`src/rtl/pcintc_pkg.sv`:
```
package pcintc_pkg;

    localparam int ADDR_W      = 8;
    localparam int DATA_W      = 32;
    localparam int CHAN_W      = 5;
    localparam int GRP_BITS    = 32;
    localparam int CH_PER_WORD = 4;
    localparam int NUM_HOSTS   = 2;

    // highest channel that belongs to the fast host line
    localparam logic [CHAN_W-1:0] FAST_TOP = 5'd1;

    localparam logic [ADDR_W-1:0] A_GLB      = 8'h00;
    localparam logic [ADDR_W-1:0] A_HEN      = 8'h01;
    localparam logic [ADDR_W-1:0] A_EN_SET   = 8'h02;
    localparam logic [ADDR_W-1:0] A_EN_CLR   = 8'h03;
    localparam logic [ADDR_W-1:0] A_ST_CLR   = 8'h04;
    localparam logic [ADDR_W-1:0] A_HEN_SET  = 8'h05;
    localparam logic [ADDR_W-1:0] A_HEN_CLR  = 8'h06;
    localparam logic [ADDR_W-1:0] A_EN_GRP   = 8'h10;
    localparam logic [ADDR_W-1:0] A_ENC_GRP  = 8'h18;
    localparam logic [ADDR_W-1:0] A_ST_GRP   = 8'h20;
    localparam logic [ADDR_W-1:0] A_STC_GRP  = 8'h28;
    localparam logic [ADDR_W-1:0] A_POL_GRP  = 8'h30;
    localparam logic [ADDR_W-1:0] A_TYP_GRP  = 8'h38;
    localparam logic [ADDR_W-1:0] A_MAP_WORD = 8'h40;

    typedef enum logic [1:0] {
        DET_LVL_LOW  = 2'b00,
        DET_LVL_HIGH = 2'b01,
        DET_EDGE_FALL = 2'b10,
        DET_EDGE_RISE = 2'b11
    } det_mode_e;

    function automatic det_mode_e mode_of(input logic typ, input logic pol);
        return det_mode_e'({typ, pol});
    endfunction

    function automatic logic host_takes(input int host, input logic [CHAN_W-1:0] ch);
        return (host == 0) ? (ch <= FAST_TOP) : (ch > FAST_TOP);
    endfunction

endpackage

```
`src/rtl/pcintc_detect.sv`:
```
module pcintc_detect
    import pcintc_pkg::*;
#(
    parameter int NUM_IN = 40
) (
    input  logic              clk,
    input  logic              rst,
    input  logic [NUM_IN-1:0] sys_in,
    input  logic [NUM_IN-1:0] pol,
    input  logic [NUM_IN-1:0] typ,
    output logic [NUM_IN-1:0] det
);

    logic [NUM_IN-1:0] sync_a, sync_b, sync_prev;

    always_ff @(posedge clk) begin
        if (rst) begin
            sync_a    <= '0;
            sync_b    <= '0;
            sync_prev <= '0;
        end else begin
            sync_a    <= sys_in;
            sync_b    <= sync_a;
            sync_prev <= sync_b;
        end
    end

    for (genvar i = 0; i < NUM_IN; i++) begin : g_bit
        det_mode_e mode;
        assign mode = mode_of(typ[i], pol[i]);
        assign det[i] = (mode == DET_EDGE_RISE) ? ( sync_b[i] & ~sync_prev[i]) :
                        (mode == DET_EDGE_FALL) ? (~sync_b[i] &  sync_prev[i]) :
                        (mode == DET_LVL_HIGH)  ?   sync_b[i] :
                                                   ~sync_b[i];
    end

endmodule

```
`src/rtl/pcintc_regs.sv`:
```
module pcintc_regs
    import pcintc_pkg::*;
#(
    parameter int NUM_IN = 40
) (
    input  logic                          clk,
    input  logic                          rst,
    input  logic                          wr,
    input  logic                          rd,
    input  logic [ADDR_W-1:0]             addr,
    input  logic [DATA_W-1:0]             wdata,
    output logic [DATA_W-1:0]             rdata,
    input  logic [NUM_IN-1:0]             det,
    output logic [NUM_IN-1:0]             enable,
    output logic [NUM_IN-1:0]             status,
    output logic [NUM_IN-1:0]             pol,
    output logic [NUM_IN-1:0]             typ,
    output logic [NUM_IN-1:0][CHAN_W-1:0] chan,
    output logic                          glb_en,
    output logic [NUM_HOSTS-1:0]          host_en
);

    localparam int NGRP  = (NUM_IN + GRP_BITS - 1) / GRP_BITS;
    localparam int NWORD = (NUM_IN + CH_PER_WORD - 1) / CH_PER_WORD;

    logic [NUM_IN-1:0]             en_nx, st_nx, pol_nx, typ_nx;
    logic [NUM_IN-1:0][CHAN_W-1:0] chan_nx;
    logic [NUM_HOSTS-1:0]          hen_nx;

    for (genvar i = 0; i < NUM_IN; i++) begin : g_in
        localparam int GRP = i / GRP_BITS;
        localparam int BIT = i % GRP_BITS;
        localparam int WRD = i / CH_PER_WORD;
        localparam int BYT = i % CH_PER_WORD;
        localparam logic [ADDR_W-1:0] A_ENC = A_ENC_GRP  + 8'(GRP);
        localparam logic [ADDR_W-1:0] A_STC = A_STC_GRP  + 8'(GRP);
        localparam logic [ADDR_W-1:0] A_POL = A_POL_GRP  + 8'(GRP);
        localparam logic [ADDR_W-1:0] A_TYP = A_TYP_GRP  + 8'(GRP);
        localparam logic [ADDR_W-1:0] A_MAP = A_MAP_WORD + 8'(WRD);

        logic hit_idx, en_set, en_clr, st_clr;
        assign hit_idx = (wdata == DATA_W'(i));
        assign en_set  = wr && (addr == A_EN_SET) && hit_idx;
        assign en_clr  = wr && (((addr == A_EN_CLR) && hit_idx) ||
                                ((addr == A_ENC) && wdata[BIT]));
        assign st_clr  = wr && (((addr == A_ST_CLR) && hit_idx) ||
                                ((addr == A_STC) && wdata[BIT]));

        assign en_nx[i]   = en_set | (enable[i] & ~en_clr);
        // a detection in the same cycle outranks a clear
        assign st_nx[i]   = det[i] | (status[i] & ~st_clr);
        assign pol_nx[i]  = (wr && addr == A_POL) ? wdata[BIT] : pol[i];
        assign typ_nx[i]  = (wr && addr == A_TYP) ? wdata[BIT] : typ[i];
        assign chan_nx[i] = (wr && addr == A_MAP) ? wdata[BYT*8 +: CHAN_W] : chan[i];
    end

    for (genvar h = 0; h < NUM_HOSTS; h++) begin : g_host
        logic hit_h;
        assign hit_h = (wdata == DATA_W'(h));
        assign hen_nx[h] = (wr && addr == A_HEN_SET && hit_h) |
                           (host_en[h] & ~(wr && addr == A_HEN_CLR && hit_h));
    end

    always_ff @(posedge clk) begin
        if (rst) begin
            enable  <= '0;
            status  <= '0;
            pol     <= '0;
            typ     <= '0;
            chan    <= '0;
            host_en <= '0;
            glb_en  <= 1'b0;
        end else begin
            enable  <= en_nx;
            status  <= st_nx;
            pol     <= pol_nx;
            typ     <= typ_nx;
            chan    <= chan_nx;
            host_en <= hen_nx;
            if (wr && addr == A_GLB) glb_en <= wdata[0];
        end
    end

    // read path
    logic [NGRP*GRP_BITS-1:0]           en_pad, st_pad, pol_pad, typ_pad;
    logic [NWORD*CH_PER_WORD-1:0][7:0]  map_bytes;
    logic [DATA_W-1:0]                  rval;

    always_comb begin
        en_pad  = '0;
        st_pad  = '0;
        pol_pad = '0;
        typ_pad = '0;
        en_pad[NUM_IN-1:0]  = enable;
        st_pad[NUM_IN-1:0]  = status;
        pol_pad[NUM_IN-1:0] = pol;
        typ_pad[NUM_IN-1:0] = typ;
        map_bytes = '0;
        for (int i = 0; i < NUM_IN; i++) map_bytes[i] = {3'b000, chan[i]};
    end

    always_comb begin
        rval = '0;
        if (addr == A_GLB) rval[0] = glb_en;
        if (addr == A_HEN) rval[NUM_HOSTS-1:0] = host_en;
        for (int g = 0; g < NGRP; g++) begin
            if (addr == A_EN_GRP  + 8'(g)) rval = en_pad[g*GRP_BITS +: GRP_BITS];
            if (addr == A_ST_GRP  + 8'(g)) rval = st_pad[g*GRP_BITS +: GRP_BITS];
            if (addr == A_POL_GRP + 8'(g)) rval = pol_pad[g*GRP_BITS +: GRP_BITS];
            if (addr == A_TYP_GRP + 8'(g)) rval = typ_pad[g*GRP_BITS +: GRP_BITS];
        end
        for (int w = 0; w < NWORD; w++) begin
            if (addr == A_MAP_WORD + 8'(w)) rval = map_bytes[w*CH_PER_WORD +: CH_PER_WORD];
        end
    end

    always_ff @(posedge clk) begin
        if (rst) rdata <= '0;
        else     rdata <= rd ? rval : '0;
    end

endmodule

```
`src/rtl/pcintc_arb.sv`:
```
module pcintc_arb
    import pcintc_pkg::*;
#(
    parameter int NUM_IN = 40,
    parameter int HOST   = 0,
    localparam int ID_W  = $clog2(NUM_IN)
) (
    input  logic [NUM_IN-1:0]             pend,
    input  logic [NUM_IN-1:0][CHAN_W-1:0] chan,
    output logic                          found,
    output logic [ID_W-1:0]               win_id
);

    logic [CHAN_W-1:0] best_ch;

    // ascending scan; strict compare keeps the lowest input on a channel tie
    always_comb begin
        found   = 1'b0;
        best_ch = '1;
        win_id  = '0;
        for (int i = 0; i < NUM_IN; i++) begin
            if (pend[i] && host_takes(HOST, chan[i]) && (!found || chan[i] < best_ch)) begin
                found   = 1'b1;
                best_ch = chan[i];
                win_id  = ID_W'(i);
            end
        end
    end

endmodule

```
`src/rtl/prio_chan_intc.sv`:
```
module prio_chan_intc
    import pcintc_pkg::*;
#(
    parameter int NUM_IN = 40,
    localparam int ID_W  = $clog2(NUM_IN)
) (
    input  logic              clk,
    input  logic              rst,
    input  logic [NUM_IN-1:0] sys_irq,
    input  logic              reg_wr,
    input  logic              reg_rd,
    input  logic [7:0]        reg_addr,
    input  logic [31:0]       reg_wdata,
    output logic [31:0]       reg_rdata,
    output logic              fiq_valid,
    output logic [ID_W-1:0]   fiq_id,
    output logic              irq_valid,
    output logic [ID_W-1:0]   irq_id
);

    logic [NUM_IN-1:0]             det, enable, status, pol, typ, pend;
    logic [NUM_IN-1:0][CHAN_W-1:0] chan;
    logic                          glb_en;
    logic [NUM_HOSTS-1:0]          host_en;
    logic [NUM_HOSTS-1:0]          found;
    logic [ID_W-1:0]               win_id [NUM_HOSTS];
    logic [NUM_HOSTS-1:0]          valid_q;
    logic [ID_W-1:0]               id_q   [NUM_HOSTS];

    pcintc_detect #(.NUM_IN(NUM_IN)) u_detect (
        .clk    (clk),
        .rst    (rst),
        .sys_in (sys_irq),
        .pol    (pol),
        .typ    (typ),
        .det    (det)
    );

    pcintc_regs #(.NUM_IN(NUM_IN)) u_regs (
        .clk     (clk),
        .rst     (rst),
        .wr      (reg_wr),
        .rd      (reg_rd),
        .addr    (reg_addr),
        .wdata   (reg_wdata),
        .rdata   (reg_rdata),
        .det     (det),
        .enable  (enable),
        .status  (status),
        .pol     (pol),
        .typ     (typ),
        .chan    (chan),
        .glb_en  (glb_en),
        .host_en (host_en)
    );

    assign pend = status & enable;

    for (genvar h = 0; h < NUM_HOSTS; h++) begin : g_arb
        pcintc_arb #(.NUM_IN(NUM_IN), .HOST(h)) u_arb (
            .pend   (pend),
            .chan   (chan),
            .found  (found[h]),
            .win_id (win_id[h])
        );
    end

    always_ff @(posedge clk) begin
        if (rst) begin
            valid_q <= '0;
            for (int h = 0; h < NUM_HOSTS; h++) id_q[h] <= '0;
        end else begin
            for (int h = 0; h < NUM_HOSTS; h++) begin
                valid_q[h] <= glb_en & host_en[h] & found[h];
                id_q[h]    <= win_id[h];
            end
        end
    end

    assign fiq_valid = valid_q[0];
    assign fiq_id    = id_q[0];
    assign irq_valid = valid_q[1];
    assign irq_id    = id_q[1];

endmodule

```
`config.mk`:
```
export PLATFORM = sky130hd
export DESIGN_NAME = prio_chan_intc
export DESIGN_NICKNAME = d
export VERILOG_FILES = /design/src/rtl/pcintc_pkg.sv /design/src/rtl/pcintc_detect.sv /design/src/rtl/pcintc_regs.sv /design/src/rtl/pcintc_arb.sv /design/src/rtl/prio_chan_intc.sv
export SDC_FILE = /design/constraint.sdc
export NUM_CORES = 2
export LEC_CHECK = 0
export ABC_AREA = 1
export BUFFER_PORTS_ARGS = -buffer_cell sky130_fd_sc_hd__buf_2
export CORE_AREA = 3 3 251 438
export DETAILED_ROUTE_END_ITERATION = 6
export DIE_AREA = 0 0 254 441
export PLACE_DENSITY = 0.57
export SLEW_MARGIN = 20
export SYNTH_ARGS = -nofsm -noshare
export SYNTH_HDL_FRONTEND = slang
export SYNTH_SLANG_ARGS = --single-unit
```
`constraint.sdc`:
```
create_clock -name clk -period 77.9 [get_ports clk]
set_input_delay 3.895 -clock clk [delete_from_list [all_inputs] [get_ports clk]]
set_output_delay 3.895 -clock clk [all_outputs]
set_load 0.01 [all_outputs]
```
# Word level (Yosys, flattened, before mapping)
# Memories as Yosys holds them, arrays and structs flattened.
# Index checks and enable logic that the tools add are counted.
dict set report classes {
  div 0
  shifts 0
  magnitude_cmp 158
  reduce_logical 701
  n_eq_ne 187
  n_bitwise 414
  n_addsub 0
  n_mul 0
  mux 381
}
# op n
set ops {}
lappend ops {{$mux W5} 110}
lappend ops {{$eq A32 B5 Y1 const B} 16}
lappend ops {{$logic_and A1 B1 Y1} 460}
lappend ops {{$mux W29} 14}
lappend ops {{$lt A5 B5 Y1} 78}
lappend ops {{$eq A32 B4 Y1 const B} 8}
lappend ops {{$eq A32 B6 Y1 const B} 8}
lappend ops {{$mux W1} 206}
lappend ops {{$gt A5 B1 Y1 const B} 40}
lappend ops {{$le A5 B1 Y1 const B} 40}
lappend ops {{$and A1 B1 Y1} 166}
lappend ops {{$not A1 Y1} 163}
lappend ops {{$eq A2 B2 Y1 const B} 80}
lappend ops {{$logic_or A1 B1 Y1} 158}
lappend ops {{$eq A32 B3 Y1 const B} 4}
lappend ops {{$mux W32} 4}
lappend ops {{$mux W6} 18}
lappend ops {{$or A1 B1 Y1} 84}
lappend ops {{$eq A2 B1 Y1 const B} 40}
lappend ops {{$eq A8 B7 Y1 const B} 10}
lappend ops {{$logic_not A1 Y1} 78}
lappend ops {{$eq A32 B2 Y1 const B} 2}
lappend ops {{$eq A8 B6 Y1 const B} 8}
lappend ops {{$mux W4} 16}
lappend ops {{13 further kinds} 30}
dict set report word_totals {
  input_bits 84
  elab_cells 1897
  latchBits 0
  out_inout_bits 46
  ramBits 12
  memories 1
  register_bits 517
  rom_bits 0
}
# memory words width read_ports rd_ports_with_merged_regs write_ports line_no
set memory_table {}
lappend memory_table {id_q 2 6 2 0 2 prio_chan_intc.sv:28} ;# logic [ID_W-1:0] id_q [NUM_HOSTS];

# Logic depth before layout (Yosys ltp)
dict set report logic_depth {
  depth_word 160
  ltp_mapped 399
  mapped_depth_nobuf 368
}

# Hierarchy
# A second synthesis with hierarchy kept.
dict set report unflattened {
  cells_unflattened 6399
  hier_area_um2 39912.0
}
# mod area_per_inst_um2 instances cells_per_inst
set modules_own_cells {}
lappend modules_own_cells {pcintc_regs 17688.2 1 2455}
lappend modules_own_cells {{pcintc_arb (g_arb[1].u_arb)} 10720.3 1 1932}
lappend modules_own_cells {{pcintc_arb (g_arb[0].u_arb)} 6010.8 1 1154}
lappend modules_own_cells {pcintc_detect 4788.3 1 733}
lappend modules_own_cells {prio_chan_intc 704.4 1 125}

# Worst setup path after synthesis
# No wires, ideal clock.
dict set report synth_timing {
  path_kind {register to register}
  from {register u_regs.chan[4] (netlist name)}
  to {memory id_q[0][10] (netlist name)}
  required_ps 77787
  path_slack_ps 37506
  path_buffers 31
  path_stages_with_launch 360
  period_less_slack_ps 40394
  t_arrival_ps 40281
  cell_sequence {dfxtp_1 nor2_2 nand2_4 nand2_4 nor2_1 ha_1 clkinv_1 a21oi_1 nand2_2 nand2_1 nand2_1 nand2_2 nand2_4 nand2_8 nand2_1 o21ai_0 ha_1 nand4_1 [... 324 more ...] a21oi_1 nor2_1 a211oi_1 nand2_1 nand2_2 nand2_2 buf_2 nand2_1 o21ai_1 ha_1 a21oi_1 nor2_1 a211oi_1 nand2_1 nand2_1 nand2_1 nand4_1 nor2_1}
}
# element line_no
set synth_lines {}
lappend synth_lines {{from (decl)} pcintc_regs.sv:18} ;# output logic [NUM_IN-1:0][CHAN_W-1:0] chan,
lappend synth_lines {{from (signal assigned)} pcintc_regs.sv:78} ;# chan <= chan_nx;
lappend synth_lines {{to (decl)} prio_chan_intc.sv:28}

==> results.json <==
{
  "layout_commonest_cell": "nand2_1",
  "wire_per_inst_um": 21.6,
  "outcome": "finished with violations",
  "final_cell_mix": "nand2_1 (1210), inv_1 (914), nor2_1 (583), nand3_1 (540), dfxtp_1 (529)",
  "critPathMaxFanout": 13,
  "finalWirelength_um": 157000,
  "path_clk_slew_ns": 0.06,
  "syn_to_final_growth_pct": 9.30,
  "use_met2_pct": 48.6,
  "ant_nets": 0,
  "grt.overflow.total": 0,
  "synth-main-ff-cell": "dfxtp_1",
  "numCtsBuffers": 56,
  "maxSlewViolCount": 0,
  "crit_top_cell": "nand2_1",
  "cp_data_arrival_time_ns": 48.14,
  "critPathCaptureType": "flop",
  "slowest_stage": "o21ai_0",
  "ios": 130,
  "grt_use_total_pct": 27.3,
  "die_area_um2": 112000,
  "synthesis.nets": 6128,
  "rsz0062_at_grt": "false",
  "antenna_found_initial": 5,
  "violations": "design-rule violations",
  "synth_cells": 5880,
  "nets": 6116,
  "post_cts_resized": 0,
  "grt_busiest_layer": "met2",
  "cpPeakStageDelay_ns": 0.53,
  "cts_buffer_depth": 3,
  "met3_usage_pct": 3.43,
  "die_w_um": 254,
  "finClkSkew_ns": 0.0446,
  "remaining_drc_errors": 1,
  "ys_warn_count": 0,
  "min_period_over_period_pct": 61.0,
  "setup_violations": 0,
  "synth-edff-count": 0,
  "ys_async_sr_fraction_pct": 0,
  "hp-class": "reg2reg",
  "cts-root-buf": "clkbuf_16",
  "cts_setup_buffers": 0,
  "placed_cells": 7178,
  "ys_seq_area_share_pct": 28.4,
  "io_buffers": 129,
  "synth.distinct_cells": 62,
  "clkLatencyLatePin_ns": 0.68,
  "tns_ns": 0,
  "die_y_um": 441,
  "cts_max_level": 2,
  "grt_pass1_vias": 37800,
  "gp_congestion": 0.986,
  "min_period_ns": 47.54,
  "row_count": 159,
  "ir_worst_vdd_v": 0.0000164,
  "hold_viol": 0,
  "hpwl_um": 121000,
  "initial_core_util_pct": 34.9,
  "synth.avg_cell_area_um2": 6.34,
  "cp-start-kind": "flop",
  "ys_ff_latch": 529,
  "hold_buffers": 0,
  "grt_start_max_net_pins": 99,
  "final.fill_count": 11700,
  "layout-drive-gt1-share_pct": 9.54,
  "tightest_slew_ns": 1.09,
  "met1_usage_pct": 28.5,
  "first_pass_iters": 7,
  "dr.first_iter.drc_count": 3292,
  "utilization_pct": 38.1,
  "power.leakage_nw": 19.6,
  "vias_per_cell": 5.45,
  "syn-cell-area_um2": 37300,
  "fmax_ghz": 0.0210,
  "clock_sinks": 529,
  "finalNonFillerCells": 7286,
  "powerDensity_nw_per_um2": 14.9,
  "grt_pass1_wl_um": 230000,
  "slew_headroom_pct": 27.5,
  "crit_type": "reg2reg",
  "required_ns": 78.49,
  "core_um2": 107000,
  "maxCapViolations": 0,
  "vias": 39700,
  "cts_tree": "built"
}
[kinds of logic after synthesis]
| group | after synthesis | synth area share [%] |
|---|---|---|
| flip-flops | 529 | 28.4 |
| XOR/XNOR | 11 | 0.258 |
| adder cells (fa/ha/maj) | 164 | 5.50 |
| AO/OA/AOI/OAI | 1302 | 20.0 |
| AND/OR/NAND/NOR | 2709 | 33.1 |
| buffers and inverters | 1165 | 12.8 |
[path summary, 6_finish.rpt]
path         slack [ns]               start                  to  cells past startpoint
max               30.36    u_regs.enable[0]          id_q[0][8]                    330
min                0.40  u_detect.sync_a[9]  u_detect.sync_b[9]                      2
max reg2reg       30.36    u_regs.enable[0]          id_q[0][8]                    330
min reg2reg        0.40  u_detect.sync_a[9]  u_detect.sync_b[9]                      2
[per-layer routing]
layer / share of wire, % / routed length (µm) / vias to the layer above
li1: - / - / 19300
met1: 35 / 55400 / 18400
met2: 49 / 77000 / 1531
met3: 5.8 / 9090 / 530
met4: 10 / 15700 / 0
met5: 0 / 0 / -
[worst max-delay path, delay by kind of cell, from the launching register on]
family / cells / cell delay [ns]
AOI/OAI and AO/OA: 60 / 14.39
adders and majority gates: 39 / 12.05
buffers and inverters: 20 / 1.32
DFF: 1 / 0.36
and+or+nand+nor: 211 / 19.20
[state kept, by name, indices dropped and copies added, names as in the netlist]
name,flops
id_q,12
u_detect.sync_a,40
u_detect.sync_b,40
u_detect.sync_prev,40
u_regs.chan,200
u_regs.enable,40
u_regs.glb_en,1
u_regs.host_en,2
u_regs.pol,40
u_regs.rdata,32
u_regs.status,40
u_regs.typ,40
valid_q,2
[stage by stage]
stage | setup WS (ns) | hold slack [ns] | instance area (µm²) | power [mW]
after global placement | 30.74 | 0.391 | 38700 | 0.311
after global routing | 24.89 | 0.415 | 40800 | 0.622
final | 30.36 | 0.400 | 40800 | 0.608
after CTS | 29.77 | 0.401 | 40800 | 0.610
after floorplan | 37.51 | 0.388 | 37300 | 0.297
after detailed placement | 29.89 | 0.392 | 38700 | 0.311
[power breakdown]
part | internal, mW | switching, mW | total, mW
sequential | 0.275 | 0.00397 | 0.279
combinational | 0.00611 | 0.0214 | 0.0275
clock | 0.173 | 0.129 | 0.302
total | 0.453 | 0.154 | 0.608
[layout make-up]
cell class	instances	area, µm²	area share [%]
Clock inverter	31	450	1.10
Timing Repair Buffer	160	891	2.19
Multi-Input combinational cell	4186	22000	54.0
Inverter	935	3520	8.63
Antenna cell	4	10.0	0.0246
Clock buffer	73	1600	3.91
Sequential cell	529	10600	26.0
Tap cell	1368	1710	4.20
[synthesized netlist by cell type (13+ instances only)]
library cell | n | area [µm²]
nand3_1 | 540 | 2700
clkbuf_1 | 173 | 649
nor4_1 | 13 | 81.3
nor2_1 | 591 | 2220
nor3_1 | 44 | 220
nand3_2 | 63 | 631
dfxtp_1 | 529 | 10600
o22ai_1 | 91 | 569
a31oi_1 | 79 | 494
o21bai_1 | 60 | 450
nand2_2 | 113 | 707
a221oi_1 | 25 | 219
nand4_1 | 30 | 188
nand2_4 | 77 | 867
buf_6 | 33 | 372
inv_1 | 915 | 3430
o21ai_0 | 464 | 2320
nand2_1 | 1214 | 4560
o211ai_1 | 27 | 203
ha_1 | 164 | 2050
o2111ai_1 | 26 | 228
a21oi_1 | 436 | 2180
Power figures use the tool's default switching activity.
